$ cat config.mk
export PLATFORM = sky130hd
export DESIGN_NAME = uart_frame_engine
export DESIGN_NICKNAME = d
export VERILOG_FILES = /design/src/rtl/uart_fe_pkg.sv /design/src/rtl/uart_fe_baud.sv /design/src/rtl/uart_fe_tx.sv /design/src/rtl/uart_fe_rx.sv /design/src/rtl/uart_frame_engine.sv
export SDC_FILE = /design/constraint.sdc
export NUM_CORES = 1
export LEC_CHECK = 0
export ABC_CLOCK_PERIOD_IN_PS = 9700
export CORE_MARGIN = 8
export CORE_UTILIZATION = 45
export CTS_CLUSTER_SIZE = 25
export DETAILED_ROUTE_END_ITERATION = 10
export PLACE_DENSITY = 0.65
export SLEW_MARGIN = 0
export SYNTH_ARGS = -nofsm -noshare
export SYNTH_HDL_FRONTEND = slang
export SYNTH_HIERARCHICAL = 1
export SYNTH_SLANG_ARGS = --single-unit
$ cat constraint.sdc
create_clock -name clk -period 9.7 [get_ports clk]
set_clock_uncertainty 0.2 [all_clocks]
set_input_delay 1.455 -clock clk [delete_from_list [all_inputs] [get_ports clk]]
set_output_delay 1.455 -clock clk [all_outputs]
set_load 0.05 [all_outputs]
$ cat src/rtl/uart_fe_pkg.sv
package uart_fe_pkg;

    // Longest frame: start + 8 data + extra + 2 stop
    localparam int FRAME_MAX = 12;

    typedef struct packed {
        logic       seven;
        logic       par_en;
        logic       two_stop;
        logic       irda;
        logic [3:0] baud_sel;
    } fe_cfg_t;

    typedef enum logic [2:0] {
        RX_IDLE,
        RX_START,
        RX_DATA,
        RX_STOP,
        RX_WAIT
    } rx_state_e;

endpackage

$ cat src/rtl/uart_fe_baud.sv
module uart_fe_baud #(
    parameter int PRESCALE = 2
) (
    input  logic       clk,
    input  logic       rst_n,
    input  logic [3:0] sel,
    output logic       tick,
    output logic       half_lvl
);
    localparam int MAX_N = PRESCALE * 384;
    localparam int CW    = $clog2(MAX_N + 1);

    logic [CW-1:0] cnt_q, cnt_d;
    logic [CW-1:0] div, limit, half;

    always_comb begin
        div      = sel[3] ? (CW'(3) << sel[2:0]) : (CW'(1) << sel[2:0]);
        limit    = div * CW'(PRESCALE) - CW'(1);
        half     = (limit + CW'(1)) >> 1;
        tick     = (cnt_q >= limit);
        half_lvl = (cnt_q < half);
        cnt_d    = tick ? '0 : cnt_q + CW'(1);
    end

    always_ff @(posedge clk or negedge rst_n) begin
        if (!rst_n) cnt_q <= '0;
        else        cnt_q <= cnt_d;
    end
endmodule

$ cat src/rtl/uart_fe_tx.sv
module uart_fe_tx
    import uart_fe_pkg::*;
(
    input  logic       clk,
    input  logic       rst_n,
    input  logic       tick,
    input  logic       seven,
    input  logic       par_en,
    input  logic       two_stop,
    input  logic       irda,
    input  logic       start,
    input  logic [7:0] data,
    input  logic       par,
    output logic       busy,
    output logic       line
);
    typedef struct packed {
        logic                 busy;
        logic [FRAME_MAX-1:0] shreg;
        logic [3:0]           last;
        logic [3:0]           idx;
        logic [3:0]           tcnt;
    } tx_s_t;

    tx_s_t s_q, s_d;
    logic [FRAME_MAX-1:0] frame;
    logic [3:0] nd, total;

    always_comb begin
        s_d   = s_q;
        nd    = seven ? 4'd7 : 4'd8;
        total = 4'd1 + nd + {3'b0, par_en} + (two_stop ? 4'd2 : 4'd1);
        frame    = '1;
        frame[0] = 1'b0;
        for (int i = 0; i < 8; i++) begin
            if (4'(i) < nd) frame[1+i] = data[i];
        end
        if (par_en) frame[nd + 4'd1] = par;

        if (!s_q.busy) begin
            if (start) begin
                s_d.busy  = 1'b1;
                s_d.shreg = frame;
                s_d.last  = total - 4'd1;
                s_d.idx   = '0;
                s_d.tcnt  = '0;
            end
        end else if (tick) begin
            s_d.tcnt = s_q.tcnt + 4'd1;
            if (s_q.tcnt == 4'd15) begin
                if (s_q.idx == s_q.last) begin
                    s_d.busy = 1'b0;
                end else begin
                    s_d.idx   = s_q.idx + 4'd1;
                    s_d.shreg = {1'b1, s_q.shreg[FRAME_MAX-1:1]};
                end
            end
        end

        if (!s_q.busy)  line = !irda;
        else if (irda)  line = !s_q.shreg[0] && (s_q.tcnt < 4'd3);
        else            line = s_q.shreg[0];
        busy = s_q.busy;
    end

    always_ff @(posedge clk or negedge rst_n) begin
        if (!rst_n) s_q <= '{busy: 1'b0, shreg: '1, last: '0, idx: '0, tcnt: '0};
        else        s_q <= s_d;
    end
endmodule

$ cat src/rtl/uart_fe_rx.sv
module uart_fe_rx
    import uart_fe_pkg::*;
(
    input  logic       clk,
    input  logic       rst_n,
    input  logic       tick,
    input  logic       seven,
    input  logic       par_en,
    input  logic       irda,
    input  logic       line,
    output logic       busy,
    output logic       valid,
    output logic [7:0] data,
    output logic       par,
    output logic       ferr
);
    typedef struct packed {
        rx_state_e  st;
        logic       prev;
        logic       pulse;
        logic [3:0] tcnt;
        logic [3:0] idx;
        logic [7:0] data;
        logic       par;
        logic       ferr;
        logic       valid;
    } rx_s_t;

    rx_s_t s_q, s_d;
    logic [3:0] nd, last;
    logic       bitval, level, edge_seen;

    always_comb begin
        s_d       = s_q;
        s_d.valid = 1'b0;
        s_d.prev  = line;
        s_d.pulse = s_q.pulse | line;
        nd        = seven ? 4'd7 : 4'd8;
        last      = nd + {3'b0, par_en} - 4'd1;
        bitval    = irda ? !s_q.pulse : line;
        level     = irda ? !line : line;
        edge_seen = irda ? (line && !s_q.prev) : (!line && s_q.prev);

        unique case (s_q.st)
            RX_IDLE: begin
                s_d.pulse = line;
                if (edge_seen) begin
                    s_d.st   = RX_START;
                    s_d.tcnt = '0;
                end
            end
            RX_START: if (tick) begin
                s_d.tcnt = s_q.tcnt + 4'd1;
                if (s_q.tcnt == 4'd7) begin
                    if (!bitval) begin
                        s_d.st    = RX_DATA;
                        s_d.tcnt  = '0;
                        s_d.idx   = '0;
                        s_d.data  = '0;
                        s_d.par   = 1'b0;
                        s_d.pulse = line;
                    end else begin
                        s_d.st = RX_IDLE;
                    end
                end
            end
            RX_DATA: if (tick) begin
                s_d.tcnt = s_q.tcnt + 4'd1;
                if (s_q.tcnt == 4'd15) begin
                    s_d.pulse = line;
                    if (s_q.idx < nd) s_d.data[s_q.idx[2:0]] = bitval;
                    else              s_d.par = bitval;
                    if (s_q.idx == last) s_d.st  = RX_STOP;
                    else                 s_d.idx = s_q.idx + 4'd1;
                end
            end
            RX_STOP: if (tick) begin
                s_d.tcnt = s_q.tcnt + 4'd1;
                if (s_q.tcnt == 4'd15) begin
                    s_d.pulse = line;
                    s_d.valid = 1'b1;
                    s_d.ferr  = !bitval;
                    s_d.st    = bitval ? RX_IDLE : RX_WAIT;
                end
            end
            RX_WAIT: if (level) s_d.st = RX_IDLE;
            default: s_d.st = RX_IDLE;
        endcase

        busy  = (s_q.st != RX_IDLE);
        valid = s_q.valid;
        data  = s_q.data;
        par   = s_q.par;
        ferr  = s_q.ferr;
    end

    always_ff @(posedge clk or negedge rst_n) begin
        if (!rst_n) s_q <= '{st: RX_IDLE, prev: 1'b1, pulse: 1'b0, tcnt: '0, idx: '0,
                             data: '0, par: 1'b0, ferr: 1'b0, valid: 1'b0};
        else        s_q <= s_d;
    end
endmodule

$ cat src/rtl/uart_frame_engine.sv
module uart_frame_engine
    import uart_fe_pkg::*;
#(
    parameter int PRESCALE = 2
) (
    input  logic       clk,
    input  logic       rst_n,
    input  logic       cfg_seven_bits,
    input  logic       cfg_par_en,
    input  logic       cfg_two_stop,
    input  logic       cfg_irda,
    input  logic [3:0] cfg_baud_sel,
    input  logic       test_en,
    input  logic       tx_valid,
    input  logic [7:0] tx_data,
    input  logic       tx_par_bit,
    output logic       tx_ready,
    output logic       tx_out,
    input  logic       rx_in,
    output logic       rx_valid,
    output logic [7:0] rx_data,
    output logic       rx_par_bit,
    output logic       rx_frame_err,
    output logic       test_clk
);
    typedef struct packed {
        fe_cfg_t cfg;
        logic    sync1;
        logic    sync2;
    } top_s_t;

    top_s_t  s_q, s_d;
    fe_cfg_t cfg_in, cfg_q;
    logic    tick, half_lvl, tx_busy, rx_busy, tx_line;

    always_comb begin
        cfg_in = '{seven: cfg_seven_bits, par_en: cfg_par_en, two_stop: cfg_two_stop,
                   irda: cfg_irda, baud_sel: cfg_baud_sel};
        s_d       = s_q;
        s_d.sync1 = rx_in;
        s_d.sync2 = s_q.sync1;
        if (!tx_busy && !rx_busy) s_d.cfg = cfg_in;
        cfg_q = s_q.cfg;
    end

    always_ff @(posedge clk or negedge rst_n) begin
        if (!rst_n) s_q <= '{cfg: '{seven: 1'b0, par_en: 1'b0, two_stop: 1'b0, irda: 1'b0,
                                    baud_sel: 4'd0}, sync1: 1'b1, sync2: 1'b1};
        else        s_q <= s_d;
    end

    uart_fe_baud #(.PRESCALE(PRESCALE)) u_baud (
        .clk(clk), .rst_n(rst_n), .sel(cfg_q.baud_sel), .tick(tick), .half_lvl(half_lvl)
    );

    uart_fe_tx u_tx (
        .clk(clk), .rst_n(rst_n), .tick(tick),
        .seven(cfg_q.seven), .par_en(cfg_q.par_en), .two_stop(cfg_q.two_stop),
        .irda(cfg_q.irda), .start(tx_valid && !tx_busy), .data(tx_data),
        .par(tx_par_bit), .busy(tx_busy), .line(tx_line)
    );

    uart_fe_rx u_rx (
        .clk(clk), .rst_n(rst_n), .tick(tick),
        .seven(cfg_q.seven), .par_en(cfg_q.par_en), .irda(cfg_q.irda),
        .line(s_q.sync2), .busy(rx_busy), .valid(rx_valid), .data(rx_data),
        .par(rx_par_bit), .ferr(rx_frame_err)
    );

    assign tx_ready = !tx_busy;
    assign tx_out   = test_en ? 1'b0 : tx_line;
    assign test_clk = test_en && half_lvl;
endmodule

==> reports/summary.json, run 1 <==
{
  "place.port_buffers": {"value": 35},
  "insertedDiodeCount": {"value": 0},
  "criticalPathCategory": {"value": "register to output pin"},
  "synth.cells.most_frequent": {"value": "sky130_fd_sc_hd__dfrtp_1 (54), sky130_fd_sc_hd__nor2_1 (40), sky130_fd_sc_hd__nand2_1 (31)"},
  "fillerInstances": {"value": 907},
  "clock_tree.htree_level_count": {"value": 3},
  "via_count": {"value": 3297},
  "run_status": {"value": "completed"},
  "cts_num_sinks": {"value": 69},
  "post_drt_via_cell_ratio": {"value": 5.48},
  "drt.antenna.violating_nets": {"value": 0},
  "fin_ws": {"value": 4540, "unit": "ps"},
  "synth_top_flop_cell": {"value": "sky130_fd_sc_hd__dfrtp_1"},
  "num_io_pins": {"value": 36},
  "grt_max_degree": {"value": 70},
  "pins_over_slew_limit": {"value": 0},
  "place_hpwl": {"value": 5950, "unit": "um"},
  "worst_setup_hold_path_clk_slew": {"value": 80, "unit": "ps"},
  "synth_edf_count": {"value": 0},
  "post_synth_xor_area_fraction": {"value": 4.04, "unit": "%"},
  "largest_family_of_logic_cells_by_synthesized_area": {"value": "simple AND/OR/NAND/NOR gates"},
  "synth_area": {"value": 4330, "unit": "um2"},
  "timing.slew.headroom": {"value": 41.1, "unit": "%"},
  "ys_seq_elements": {"value": 69},
  "number_of_cts_inserted_buffers": {"value": 9},
  "placement_rows": {"value": 36},
  "ys.warnings.count": {"value": 6},
  "synth_fa_ha_area_share": {"value": 9.59, "unit": "%"},
  "drive_above_1_share": {"value": 14.5, "unit": "%"},
  "max_slew.worst_pin.slew": {"value": 883, "unit": "ps"},
  "fin_crit": {"value": 5160, "unit": "ps"},
  "floorplan.core_area": {"value": 9550, "unit": "um2"},
  "synth.lib_cells_used.distinct": {"value": 72},
  "synth_nets": {"value": 498},
  "yosys.area_share.simple": {"value": 19.6, "unit": "%"},
  "share_of_synthesized_area_occupied_by_flip_flops_and_latches": {"value": 40.3, "unit": "%"},
  "synth_top_area_cell": {"value": "sky130_fd_sc_hd__dfrtp_1"},
  "maxClockFrequency": {"value": 194, "unit": "MHz"},
  "worst_path_max_delay_cell": {"value": "sky130_fd_sc_hd__clkdlybuf4s50_1"},
  "setup-tns-final": {"value": 0, "unit": "ps"},
  "worstPathRequired": {"value": 8050, "unit": "ps"},
  "hold_fix_buffer_count_after_cts": {"value": 0},
  "ir_drop": {"value": 0.0000951, "unit": "V"},
  "total_setup_buffers_inserted_after_cts": {"value": 0},
  "synth_area_leaders": {"value": "sky130_fd_sc_hd__dfrtp_1 (31%), sky130_fd_sc_hd__dfstp_2 (9.1%), sky130_fd_sc_hd__ha_1 (8.7%)"},
  "drt-wirelength-per-cell": {"value": 14.4, "unit": "um"},
  "setup_viol": {"value": 0},
  "avgSynthCellArea": {"value": 9.76, "unit": "um2"},
  "post-place-ws": {"value": 4910, "unit": "ps"},
  "synth_compound_gate_area_share": {"value": 17.5, "unit": "%"},
  "die_x": {"value": 114, "unit": "um"},
  "yosysTopAreaCellShare": {"value": 31.2, "unit": "%"},
  "grt_pass1_wl": {"value": 15300, "unit": "um"},
  "num-nets-final": {"value": 518},
  "worst_path_largest_cell_delay": {"value": 800, "unit": "ps"},
  "drcViolationCount": {"value": 0},
  "synth-async-reset-ratio": {"value": 100, "unit": "%"},
  "antenna_found_initial": {"value": 0},
  "area_delta_synth_final": {"value": 12.6, "unit": "%"},
  "drtPass1Iterations": {"value": 4},
  "global_route.usage.total": {"value": 14.4, "unit": "%"},
  "clock_insertion_delay_worst_skew": {"value": 360, "unit": "ps"},
  "hold_viol_final": {"value": 0},
  "start_util": {"value": 45.4, "unit": "%"},
  "power.density": {"value": 252, "unit": "nW/um2"},
  "crit_path_end_kind": {"value": "output pin"},
  "crit_fanout": {"value": 15},
  "static-leakage-power": {"value": 2.05, "unit": "nW"},
  "cts_tree": {"value": "yes"},
  "postCtsResizedCells": {"value": 0},
  "clock_path_buffers": {"value": 2},
  "worst-endpoint-arrival": {"value": 3500, "unit": "ps"},
  "cap_violations": {"value": 0},
  "grt.overflow.total": {"value": 0},
  "synthMostInstantiatedCell": {"value": "sky130_fd_sc_hd__dfrtp_1"},
  "layout_worst_path_cycle_share": {"value": 53.2, "unit": "%"},
  "worstSetupStartpointType": {"value": "register"},
  "cts.root.buffer_cell": {"value": "sky130_fd_sc_hd__clkbuf_8"},
  "worstHoldPathType": {"value": "register to register"},
  "syn_inst": {"value": 444},
  "last_weighted_congestion_value_of_the_routability_driven_placer": {"value": 0.780},
  "path_cells": {"value": "inv_1 -> o21ai_0 -> nand2b_1 -> ha_1 -> a211oi_1 -> nor2_1 -> o31a_1 -> a2111oi_2 -> and2_1 -> clkdlybuf4s50_1"},
  "timing.critical_path.max_delay_family": {"value": "compound AO/OA/AOI/OAI gates"},
  "detail_route.iter0.violations": {"value": 174},
  "post_synth_mux_area_share": {"value": 3.06, "unit": "%"},
  "unrepaired_setup_endpoints_after_global_routing": {"value": "false"},
  "die_h": {"value": 114, "unit": "um"},
  "totalWireLength": {"value": 8690, "unit": "um"},
  "buf_inv_stages_crit_path": {"value": 2},
  "fp.dieArea": {"value": 13000, "unit": "um2"},
  "grt_pass1_vias": {"value": 3298}
}
## final cells by class
type	count	area, um2	share of cell area [%]
clock buffer	11	174	3.57
multi-input combinational	330	2330	47.7
tap	133	166	3.41
timing repair buffer	37	360	7.39
inverter	17	63.8	1.31
sequential	69	1750	35.8
clock inverter	5	41.3	0.846
## layer usage
metal,wire [um],vias to the layer above,global-route usage (%)
met2,4130,47,23.1
met5,0,-,0
met4,164,0,6.39
met1,4100,1600,18.5
li1,-,1640,-
met3,299,10,2.69
## worst reg2reg max path, delay by kind of cell, from the launching register on
kind | cells | cell delay (ps)
compound gates | 2 | 510
flops | 1 | 700
fa+ha+maj | 1 | 340
simple gates | 7 | 2420
## stage by stage
step	cell area, um2	hold WS [ps]	total power [mW]	util (%)	instances
floorplan	4330	145	0.868	-	444
global placement	4660	145	0.956	48.8	586
detailed placement	4660	149	0.979	48.8	586
CTS	4880	161	1.24	51.1	602
global route	4880	166	1.33	51.1	602
finish	4880	161	1.23	51.1	602
## registers in the layout, summed over array words and instances (netlist names)
register / count
u_rx/ferr: 1
u_tx/busy: 1
u_baud/cnt_q: 10
s_d: 1
u_rx/valid: 1
s_q: 1
u_rx/par: 1
u_tx/s_q: 24
cfg_q: 8
u_rx/data: 8
u_rx/s_q: 13
## kinds of logic after synthesis
family,after synthesis
AO/OA/AOI/OAI,106
XOR/XNOR,20
adder cells (fa/ha/maj),32
buffers and inverters,45
flip-flops,69
multiplexers,12
AND/OR/NAND/NOR,160
## final timing paths
path,end,slack (ps),start,cells past startpoint
max,test_clk,4540,cfg_q[1]$_DFFE_PN0P_,10
min,s_q[0]$_DFF_PN1_,160,s_d[0]$_DFF_PN1_,0
max reg2reg,u_rx/data[0]$_DFFE_PN0P_,5430,cfg_q[2]$_DFFE_PN0P_,10
min reg2reg,s_q[0]$_DFF_PN1_,160,s_d[0]$_DFF_PN1_,0
max in group asynchronous,u_rx/s_q[17]$_DFFE_PN0P_,7640,rst_n,2
min in group asynchronous,cfg_q[0]$_DFFE_PN0P_,1110,rst_n,2
## cells in the final DEF (no fill, tap or decap), drive strengths merged, types with 3 or more instances in the layout
cell type / Yosys / routed
a21oi: 15 / 15
clkbuf: 5 / 11
nor2: 42 / 42
nand2: 32 / 32
clkdlybuf4s50: 0 / 34
nor3: 9 / 9
inv: 17 / 22
xor2: 4 / 4
nand3: 28 / 28
o41ai: 5 / 5
a31oi: 12 / 12
o211ai: 4 / 4
o31ai: 5 / 5
o21ai: 37 / 37
and3: 3 / 3
a21o: 3 / 3
mux2: 10 / 10
and2: 4 / 4
nand2b: 6 / 6
nand3b: 4 / 4
dfrtp: 54 / 54
a211oi: 4 / 4
buf: 23 / 3
dfstp: 15 / 15
nor3b: 4 / 4
nand4: 10 / 10
nor2b: 6 / 6
a22o: 5 / 5
xnor2: 16 / 16
ha: 30 / 30
## report_power, final
group | switching [mW] | internal [mW]
logic | 0.268 | 0.228
clock network | 0.127 | 0.128
registers | 0.109 | 0.367
total | 0.505 | 0.723
Note: power is estimated with default switching activity, not from simulation.
==> run 2: changes to the inputs <==
- ABC_CLOCK_PERIOD_IN_PS: 9700 -> 4690
- PLACE_DENSITY: 0.65 -> 0.68
- clock period: 9.7 -> 4.69 ns (I/O delays scaled with it)
==> reports/summary.json, run 2 (same netlist as run 1, synthesis figures left out) <==
{
  "drtPass1Iterations": {"value": 4, "change": "unchanged"},
  "ir_drop": {"value": 0.000193, "unit": "V", "change": "was 0.0000951 V"},
  "largestRegisters": {"value": "u_tx/s_q: 24 flops, u_rx/s_q: 13 flops, u_baud/cnt_q: 10 flops", "change": "unchanged"},
  "layout_worst_path_cycle_share": {"value": 92.3, "unit": "%"},
  "pins_over_slew_limit": {"value": 0, "change": "unchanged"},
  "maxClockFrequency": {"value": 231, "unit": "MHz"},
  "grt_max_degree": {"value": 38, "change": "was 70"},
  "run_status": {"value": "completed", "change": "unchanged"},
  "crit_fanout": {"value": 12, "change": "was 15"},
  "global_route.usage.total": {"value": 14.2, "unit": "%", "change": "was 14.4%"},
  "cts.root.buffer_cell": {"value": "sky130_fd_sc_hd__clkbuf_8", "change": "unchanged"},
  "timing.slew.headroom": {"value": 25.1, "unit": "%", "change": "was 41.1%"},
  "criticalPathCategory": {"value": "register to output pin", "change": "unchanged"},
  "floorplan.core_area": {"value": 9550, "unit": "um2", "change": "unchanged"},
  "clock_path_buffers": {"value": 2, "change": "unchanged"},
  "worst_path_largest_cell_delay": {"value": 800, "unit": "ps", "change": "about the same"},
  "buf_inv_stages_crit_path": {"value": 1, "change": "was 2"},
  "drcViolationCount": {"value": 0, "change": "unchanged"},
  "clock_insertion_delay_worst_skew": {"value": 350, "unit": "ps", "change": "was 360 ps"},
  "place.port_buffers": {"value": 35, "change": "unchanged"},
  "highest_count_cells_in_the_layout_ignoring_fill_and_taps": {"value": "sky130_fd_sc_hd__dfrtp_1 (53), sky130_fd_sc_hd__nor2_1 (40), sky130_fd_sc_hd__clkdlybuf4s50_1 (34)", "change": "was sky130_fd_sc_hd__dfrtp_1 (54), sky130_fd_sc_hd__nor2_1 (40), sky130_fd_sc_hd__clkdlybuf4s50_1 (34)"},
  "fillerInstances": {"value": 897, "change": "was 907"},
  "place_hpwl": {"value": 6130, "unit": "um", "change": "was 5950 um"},
  "design_area": {"value": 4870, "unit": "um2", "change": "was 4880 um2"},
  "timing.critical_path.max_delay_family": {"value": "compound AO/OA/AOI/OAI gates", "change": "unchanged"},
  "insertedDiodeCount": {"value": 0, "change": "unchanged"},
  "cts_tree": {"value": "yes", "change": "unchanged"},
  "drt-wirelength-per-cell": {"value": 14.4, "unit": "um", "change": "about the same"},
  "num-nets-final": {"value": 519, "change": "was 518"},
  "worst_setup_hold_path_clk_slew": {"value": 70, "unit": "ps", "change": "was 80 ps"},
  "totalWireLength": {"value": 8680, "unit": "um", "change": "was 8690 um"},
  "die_x": {"value": 114, "unit": "um", "change": "unchanged"},
  "hold_fix_buffer_count_after_cts": {"value": 0, "change": "unchanged"},
  "worst-endpoint-arrival": {"value": 3420, "unit": "ps", "change": "was 3500 ps"},
  "post_dp_cell_area": {"value": 4670, "unit": "um2", "change": "was 4660 um2"},
  "power": {"value": 2.51, "unit": "mW", "change": "was 1.23 mW"},
  "grt_pass1_wl": {"value": 14900, "unit": "um", "change": "was 15,300 um"},
  "worstPathRequired": {"value": 3790, "unit": "ps", "change": "was 8050 ps"},
  "crit_path_end_kind": {"value": "output pin", "change": "unchanged"},
  "cap_violations": {"value": 0, "change": "unchanged"},
  "worstSetupStartpointType": {"value": "register", "change": "unchanged"},
  "detail_route.iter0.violations": {"value": 148, "change": "was 174"},
  "grt_pass1_vias": {"value": 3134, "change": "was 3,298"},
  "fin_crit": {"value": 4330, "unit": "ps"},
  "setup-tns-final": {"value": 0, "unit": "ps", "change": "unchanged"},
  "path_cells": {"value": "or2_2 -> nand3b_1 -> ha_1 -> a211oi_1 -> nor2_1 -> o31a_1 -> a2111oi_2 -> and2_1 -> clkdlybuf4s50_1", "change": "was inv_1 -> o21ai_0 -> nand2b_1 -> ha_1 -> a211oi_1 -> nor2_1 -> o31a_1 -> a2111oi_2 -> and2_1 -> clkdlybuf4s50_1"},
  "clock_tree.htree_level_count": {"value": 3, "change": "unchanged"},
  "number_of_cts_inserted_buffers": {"value": 9, "change": "unchanged"},
  "unrepaired_setup_endpoints_after_global_routing": {"value": "false", "change": "unchanged"},
  "last_weighted_congestion_value_of_the_routability_driven_placer": {"value": 0.777, "change": "was 0.780"},
  "layout.cells.most_common": {"value": "sky130_fd_sc_hd__dfrtp_1", "change": "unchanged"},
  "hold_viol_final": {"value": 0, "change": "unchanged"},
  "post_drt_via_cell_ratio": {"value": 5.45, "change": "was 5.48"},
  "drt.antenna.violating_nets": {"value": 0, "change": "unchanged"},
  "die_h": {"value": 114, "unit": "um", "change": "unchanged"},
  "num_io_pins": {"value": 36, "change": "unchanged"},
  "antenna_found_initial": {"value": 0, "change": "unchanged"},
  "power.density": {"value": 515, "unit": "nW/um2", "change": "was 252 nW/um2"},
  "via_count": {"value": 3289, "change": "was 3,297"},
  "start_util": {"value": 45.4, "unit": "%", "change": "unchanged"},
  "placement_rows": {"value": 36, "change": "unchanged"},
  "top_register": {"value": "u_tx/s_q", "change": "unchanged"},
  "drive_above_1_share": {"value": 14.7, "unit": "%", "change": "was 14.5%"},
  "grt.overflow.total": {"value": 0, "change": "unchanged"},
  "static-leakage-power": {"value": 2.04, "unit": "nW", "change": "was 2.05 nW"},
  "cts_num_sinks": {"value": 69, "change": "unchanged"},
  "worstHoldPathType": {"value": "register to register", "change": "unchanged"},
  "area_delta_synth_final": {"value": 12.5, "unit": "%", "change": "was 12.6%"},
  "number_of_flip_flops_in_the_largest_register": {"value": 24, "change": "unchanged"},
  "fp.dieArea": {"value": 13000, "unit": "um2", "change": "unchanged"},
  "max_slew.worst_pin.slew": {"value": 1120, "unit": "ps", "change": "was 883 ps"},
  "final.hold.worst_slack": {"value": 161, "unit": "ps", "change": "about the same"},
  "worst_path_max_delay_cell": {"value": "sky130_fd_sc_hd__clkdlybuf4s50_1", "change": "unchanged"},
  "area_used_by_sequential_logic_in_the_layout": {"value": 1750, "unit": "um2", "change": "about the same"},
  "multi_input_area": {"value": 2330, "unit": "um2", "change": "unchanged"},
  "setup_viol": {"value": 0, "change": "unchanged"}
}
## run 2: layout make-up
type | count | area share (%)
flip-flops and latches | 69 | 35.8
well taps | 133 | 3.41
repair buffers | 38 | 7.55
clock inverters | 5 | 1.23
multi-input cells | 330 | 47.8
clock buffers | 11 | 2.90
inverters | 17 | 1.31
## run 2: power by group
group	switching, mW	leakage [nW]	internal, mW
sequential	0.227	0.858	0.760
combinational	0.549	1.08	0.477
clock	0.233	0.0995	0.261
## run 2: final timing paths
check	from	endpoint	slack, ps	depth (start not counted)
max	cfg_q[0]$_DFFE_PN0P_	test_clk	360	9
min	s_d[0]$_DFF_PN1_	s_q[0]$_DFF_PN1_	160	0
max reg2reg	cfg_q[2]$_DFFE_PN0P_	u_tx/s_q[7]$_DFFE_PN0P_	900	11
min reg2reg	s_d[0]$_DFF_PN1_	s_q[0]$_DFF_PN1_	160	0
max in group asynchronous	rst_n	s_q[0]$_DFF_PN1_	3080	2
min in group asynchronous	rst_n	cfg_q[0]$_DFFE_PN0P_	250	1
## run 2: timing repair
item	4_1_cts	5_1_grt
endpoints found under the setup margin	0	1
buffers inserted	0	0
resized for setup	0	1
## run 2: layer usage
metal | track usage, % | vias up | wire length [um]
met1 | 17.3 | 1575 | 3920
li1 | - | 1643 | -
met4 | 6.57 | 0 | 147
met5 | 0 | - | 0
met2 | 23.5 | 59 | 4210
met3 | 3.16 | 12 | 396
## run 2: stage by stage
| step | instances | utilization [%] | setup slack [ps] |
|---|---|---|---|
| floorplan | 444 | - | 1250 |
| global placement | 587 | 48.9 | 723 |
| detailed placement | 587 | 48.9 | 645 |
| CTS | 603 | 51.0 | 257 |
| global route | 603 | 51.0 | 131 |
| finish | 603 | 51.0 | 363 |
==> run 3: changes to the inputs <==
- ABC_CLOCK_PERIOD_IN_PS: 4690 -> 5600
- CORE_ASPECT_RATIO: not set -> 1.5
- PLACE_DENSITY: 0.68 -> 0.65
- clock period: 4.69 -> 5.6 ns (I/O delays scaled with it)
==> reports/summary.json, run 3 (same netlist as run 1, synthesis figures left out) <==
{
  "worstHoldPathType": {"value": "register to register", "change": "unchanged"},
  "via_count": {"value": 3297, "change": "was 3,289"},
  "number_of_cts_inserted_buffers": {"value": 9, "change": "unchanged"},
  "fin_crit": {"value": 4540, "unit": "ps"},
  "wl_met3": {"value": 288, "unit": "um", "change": "was 396 um"},
  "crit_path_end_kind": {"value": "output pin", "change": "unchanged"},
  "clock_insertion_delay_worst_skew": {"value": 330, "unit": "ps", "change": "was 350 ps"},
  "unrepaired_setup_endpoints_after_global_routing": {"value": "false", "change": "unchanged"},
  "cts_tree": {"value": "yes", "change": "unchanged"},
  "ir_drop": {"value": 0.000286, "unit": "V", "change": "was 0.000193 V"},
  "static-leakage-power": {"value": 2.09, "unit": "nW", "change": "was 2.04 nW"},
  "p_sw": {"value": 0.874, "unit": "mW", "change": "was 1.01 mW"},
  "insertedDiodeCount": {"value": 0, "change": "unchanged"},
  "area_used_by_sequential_logic_in_the_layout": {"value": 1750, "unit": "um2", "change": "about the same"},
  "worst_setup_hold_path_clk_slew": {"value": 50, "unit": "ps", "change": "was 70 ps"},
  "worstReg2RegStart": {"value": "cfg_q[0]$_DFFE_PN0P_", "change": "was cfg_q[2]$_DFFE_PN0P_"},
  "postCtsResizedCells": {"value": 0, "change": "unchanged"},
  "clock_tree.htree_level_count": {"value": 3, "change": "unchanged"},
  "detail_route.wirelength.met1": {"value": 4110, "unit": "um", "change": "was 3920 um"},
  "fillerInstances": {"value": 899, "change": "was 897"},
  "detail_route.iter0.violations": {"value": 174, "change": "was 148"},
  "setup-tns-final": {"value": 0, "unit": "ps", "change": "unchanged"},
  "hold_fix_buffer_count_after_cts": {"value": 0, "change": "unchanged"},
  "setup_viol": {"value": 0, "change": "unchanged"},
  "layout_worst_path_cycle_share": {"value": 81.1, "unit": "%"},
  "highest_count_cells_in_the_layout_ignoring_fill_and_taps": {"value": "sky130_fd_sc_hd__dfrtp_1 (54), sky130_fd_sc_hd__nor2_1 (40), sky130_fd_sc_hd__clkdlybuf4s50_1 (34)", "change": "was sky130_fd_sc_hd__dfrtp_1 (53), sky130_fd_sc_hd__nor2_1 (40), sky130_fd_sc_hd__clkdlybuf4s50_1 (34)"},
  "grt_pass1_wl": {"value": 15700, "unit": "um", "change": "was 14,900 um"},
  "timing.slew.headroom": {"value": 22.4, "unit": "%", "change": "was 25.1%"},
  "comb_power_share": {"value": 39.0, "unit": "%", "change": "was 40.9%"},
  "place_hpwl": {"value": 6330, "unit": "um", "change": "was 6130 um"},
  "last_weighted_congestion_value_of_the_routability_driven_placer": {"value": 0.803, "change": "was 0.777"},
  "cap_violations": {"value": 0, "change": "unchanged"},
  "post_drt_via_cell_ratio": {"value": 5.65, "change": "was 5.45"},
  "worst-endpoint-arrival": {"value": 3500, "unit": "ps", "change": "was 3420 ps"},
  "global_route.usage.total": {"value": 15.1, "unit": "%", "change": "was 14.2%"},
  "power.density": {"value": 460, "unit": "nW/um2", "change": "was 515 nW/um2"},
  "largestRegisters": {"value": "u_tx/s_q: 24 flops, u_rx/s_q: 13 flops, u_baud/cnt_q: 10 flops", "change": "unchanged"},
  "num-nets-final": {"value": 518, "change": "was 519"},
  "ff_to_ff_end": {"value": "u_rx/data[2]$_DFFE_PN0P_", "change": "was u_tx/s_q[7]$_DFFE_PN0P_"},
  "internal_power": {"value": 1.40, "unit": "mW", "change": "was 1.50 mW"},
  "multi_input_area": {"value": 2330, "unit": "um2", "change": "unchanged"},
  "drive_above_1_share": {"value": 14.3, "unit": "%", "change": "was 14.7%"},
  "totalWireLength": {"value": 9130, "unit": "um", "change": "was 8680 um"},
  "worstSetupStartpointType": {"value": "register", "change": "unchanged"},
  "worstPathRequired": {"value": 4560, "unit": "ps", "change": "was 3790 ps"},
  "clock_path_buffers": {"value": 2, "change": "unchanged"},
  "pins_over_slew_limit": {"value": 0, "change": "unchanged"},
  "cp-startpoint": {"value": "cfg_q[1]$_DFFE_PN0P_", "change": "was cfg_q[0]$_DFFE_PN0P_"},
  "top_register": {"value": "u_tx/s_q", "change": "unchanged"},
  "grt.overflow.total": {"value": 0, "change": "unchanged"},
  "timing.reg2reg.setup_slack": {"value": 1580, "unit": "ps", "change": "was 900 ps"},
  "placement_rows": {"value": 44, "change": "was 36"},
  "criticalPathCategory": {"value": "register to output pin", "change": "unchanged"},
  "total_setup_buffers_inserted_after_cts": {"value": 0, "change": "unchanged"},
  "run_status": {"value": "completed", "change": "unchanged"},
  "seq_power_share": {"value": 36.3, "unit": "%", "change": "was 39.4%"},
  "endpoint": {"value": "test_clk", "change": "unchanged"},
  "floorplan.core_area": {"value": 9520, "unit": "um2", "change": "was 9550 um2"},
  "layout.cells.most_common": {"value": "sky130_fd_sc_hd__dfrtp_1", "change": "unchanged"},
  "area_delta_synth_final": {"value": 14.2, "unit": "%", "change": "was 12.5%"},
  "die_h": {"value": 136, "unit": "um", "change": "was 114 um"},
  "place.port_buffers": {"value": 35, "change": "unchanged"},
  "final.hold.worst_slack": {"value": 155, "unit": "ps", "change": "was 161 ps"},
  "dr_wl_met2": {"value": 4520, "unit": "um", "change": "was 4210 um"},
  "hold_viol_final": {"value": 0, "change": "unchanged"},
  "start_util": {"value": 45.5, "unit": "%", "change": "was 45.4%"},
  "grt_pass1_vias": {"value": 3397, "change": "was 3,134"},
  "num_io_pins": {"value": 36, "change": "unchanged"},
  "top_layer": {"value": "met4", "change": "unchanged"},
  "sw_frac_of_total": {"value": 38.4, "unit": "%", "change": "was 40.3%"},
  "maxClockFrequency": {"value": 220, "unit": "MHz"},
  "antenna_found_initial": {"value": 0, "change": "unchanged"},
  "r2r_cells": {"value": 11, "change": "unchanged"},
  "max_slew.worst_pin.slew": {"value": 1160, "unit": "ps", "change": "was 1120 ps"},
  "fp.dieArea": {"value": 13100, "unit": "um2", "change": "was 13,000 um2"},
  "cts_num_sinks": {"value": 69, "change": "unchanged"},
  "cts.root.buffer_cell": {"value": "sky130_fd_sc_hd__clkbuf_16", "change": "was sky130_fd_sc_hd__clkbuf_8"},
  "drt.antenna.violating_nets": {"value": 0, "change": "unchanged"},
  "grt_max_degree": {"value": 70, "change": "was 38"},
  "drt-wirelength-per-cell": {"value": 15.6, "unit": "um", "change": "was 14.4 um"},
  "die_x": {"value": 96.1, "unit": "um", "change": "was 114 um"},
  "power.clock.fraction": {"value": 24.7, "unit": "%", "change": "was 19.7%"},
  "power": {"value": 2.28, "unit": "mW", "change": "was 2.51 mW"},
  "crit_fanout": {"value": 15, "change": "was 12"},
  "drtPass1Iterations": {"value": 4, "change": "unchanged"},
  "drcViolationCount": {"value": 0, "change": "unchanged"},
  "number_of_flip_flops_in_the_largest_register": {"value": 24, "change": "unchanged"}
}
[run 3: changes by cell type in the layout (fill, tap and decap cells not counted)]
cell                         before  now
sky130_fd_sc_hd__buf_4            3    2
sky130_fd_sc_hd__bufinv_16        1    0
sky130_fd_sc_hd__clkbuf_16        0   10
sky130_fd_sc_hd__clkbuf_8        10    3
sky130_fd_sc_hd__clkinv_4         2    0
sky130_fd_sc_hd__clkinvlp_4       1    0
sky130_fd_sc_hd__dfrtp_1         53   54
sky130_fd_sc_hd__dfrtp_2          1    0
sky130_fd_sc_hd__inv_4            0    1
[run 3: power groups by stage]
stage | combinational, mW | sequential [mW] | clock, mW
finish | 0.889 | 0.826 | 0.563
global route | 1.00 | 0.853 | 0.604
CTS | 0.894 | 0.825 | 0.582
detailed placement | 0.888 | 0.832 | 0
global placement | 0.844 | 0.824 | 0
floorplan | 0.747 | 0.757 | 0
[run 3: final cells by class]
| cell class | count | area share (%) |
|---|---|---|
| clock inverter | 2 | 0.228 |
| clock buffer | 14 | 5.97 |
| multi-input combinational | 330 | 47.0 |
| inverter | 17 | 1.29 |
| sequential | 69 | 35.3 |
| timing repair buffer | 37 | 7.28 |
| tap | 115 | 2.91 |
[run 3: metal layers]
layer  GRT usage, %  vias to the layer above
met5              0                        -
met3           3.54                       17
met1           17.6                     1600
met2           25.0                       43
li1               -                     1637
met4           7.64                        0
[run 3: worst min-delay path by stage]
stage,depth (start not counted),from,endpoint
finish,0,s_d[0]$_DFF_PN1_,s_q[0]$_DFF_PN1_
global placement,0,s_d[0]$_DFF_PN1_,s_q[0]$_DFF_PN1_
floorplan,0,s_d[0]$_DFF_PN1_,s_q[0]$_DFF_PN1_
detailed placement,0,s_d[0]$_DFF_PN1_,s_q[0]$_DFF_PN1_
CTS,0,s_d[0]$_DFF_PN1_,s_q[0]$_DFF_PN1_
global route,0,s_d[0]$_DFF_PN1_,s_q[0]$_DFF_PN1_
[run 3: metrics by stage]
step / utilization, % / cell area (um2) / std cells / worst slack [ps]
6_report: 51.9 / 4950 / 584 / 1060
5_1_grt: 51.9 / 4950 / 584 / 768
4_1_cts: 51.9 / 4950 / 584 / 1050
3_5_place_dp: 48.7 / 4640 / 568 / 1410
3_3_place_gp: 48.7 / 4640 / 568 / 1480
2_1_floorplan: - / 4330 / 444 / 2020
[run 3: critical path, stage by stage, from the launching register on]
cell and delay [ps]:
sky130_fd_sc_hd__dfrtp_1 620, sky130_fd_sc_hd__inv_1 160, sky130_fd_sc_hd__o21ai_0 240, sky130_fd_sc_hd__nand2b_1 90
sky130_fd_sc_hd__ha_1 180, sky130_fd_sc_hd__a211oi_1 230, sky130_fd_sc_hd__nor2_1 70, sky130_fd_sc_hd__o31a_1 290
sky130_fd_sc_hd__a2111oi_2 320, sky130_fd_sc_hd__and2_1 160, sky130_fd_sc_hd__clkdlybuf4s50_1 790
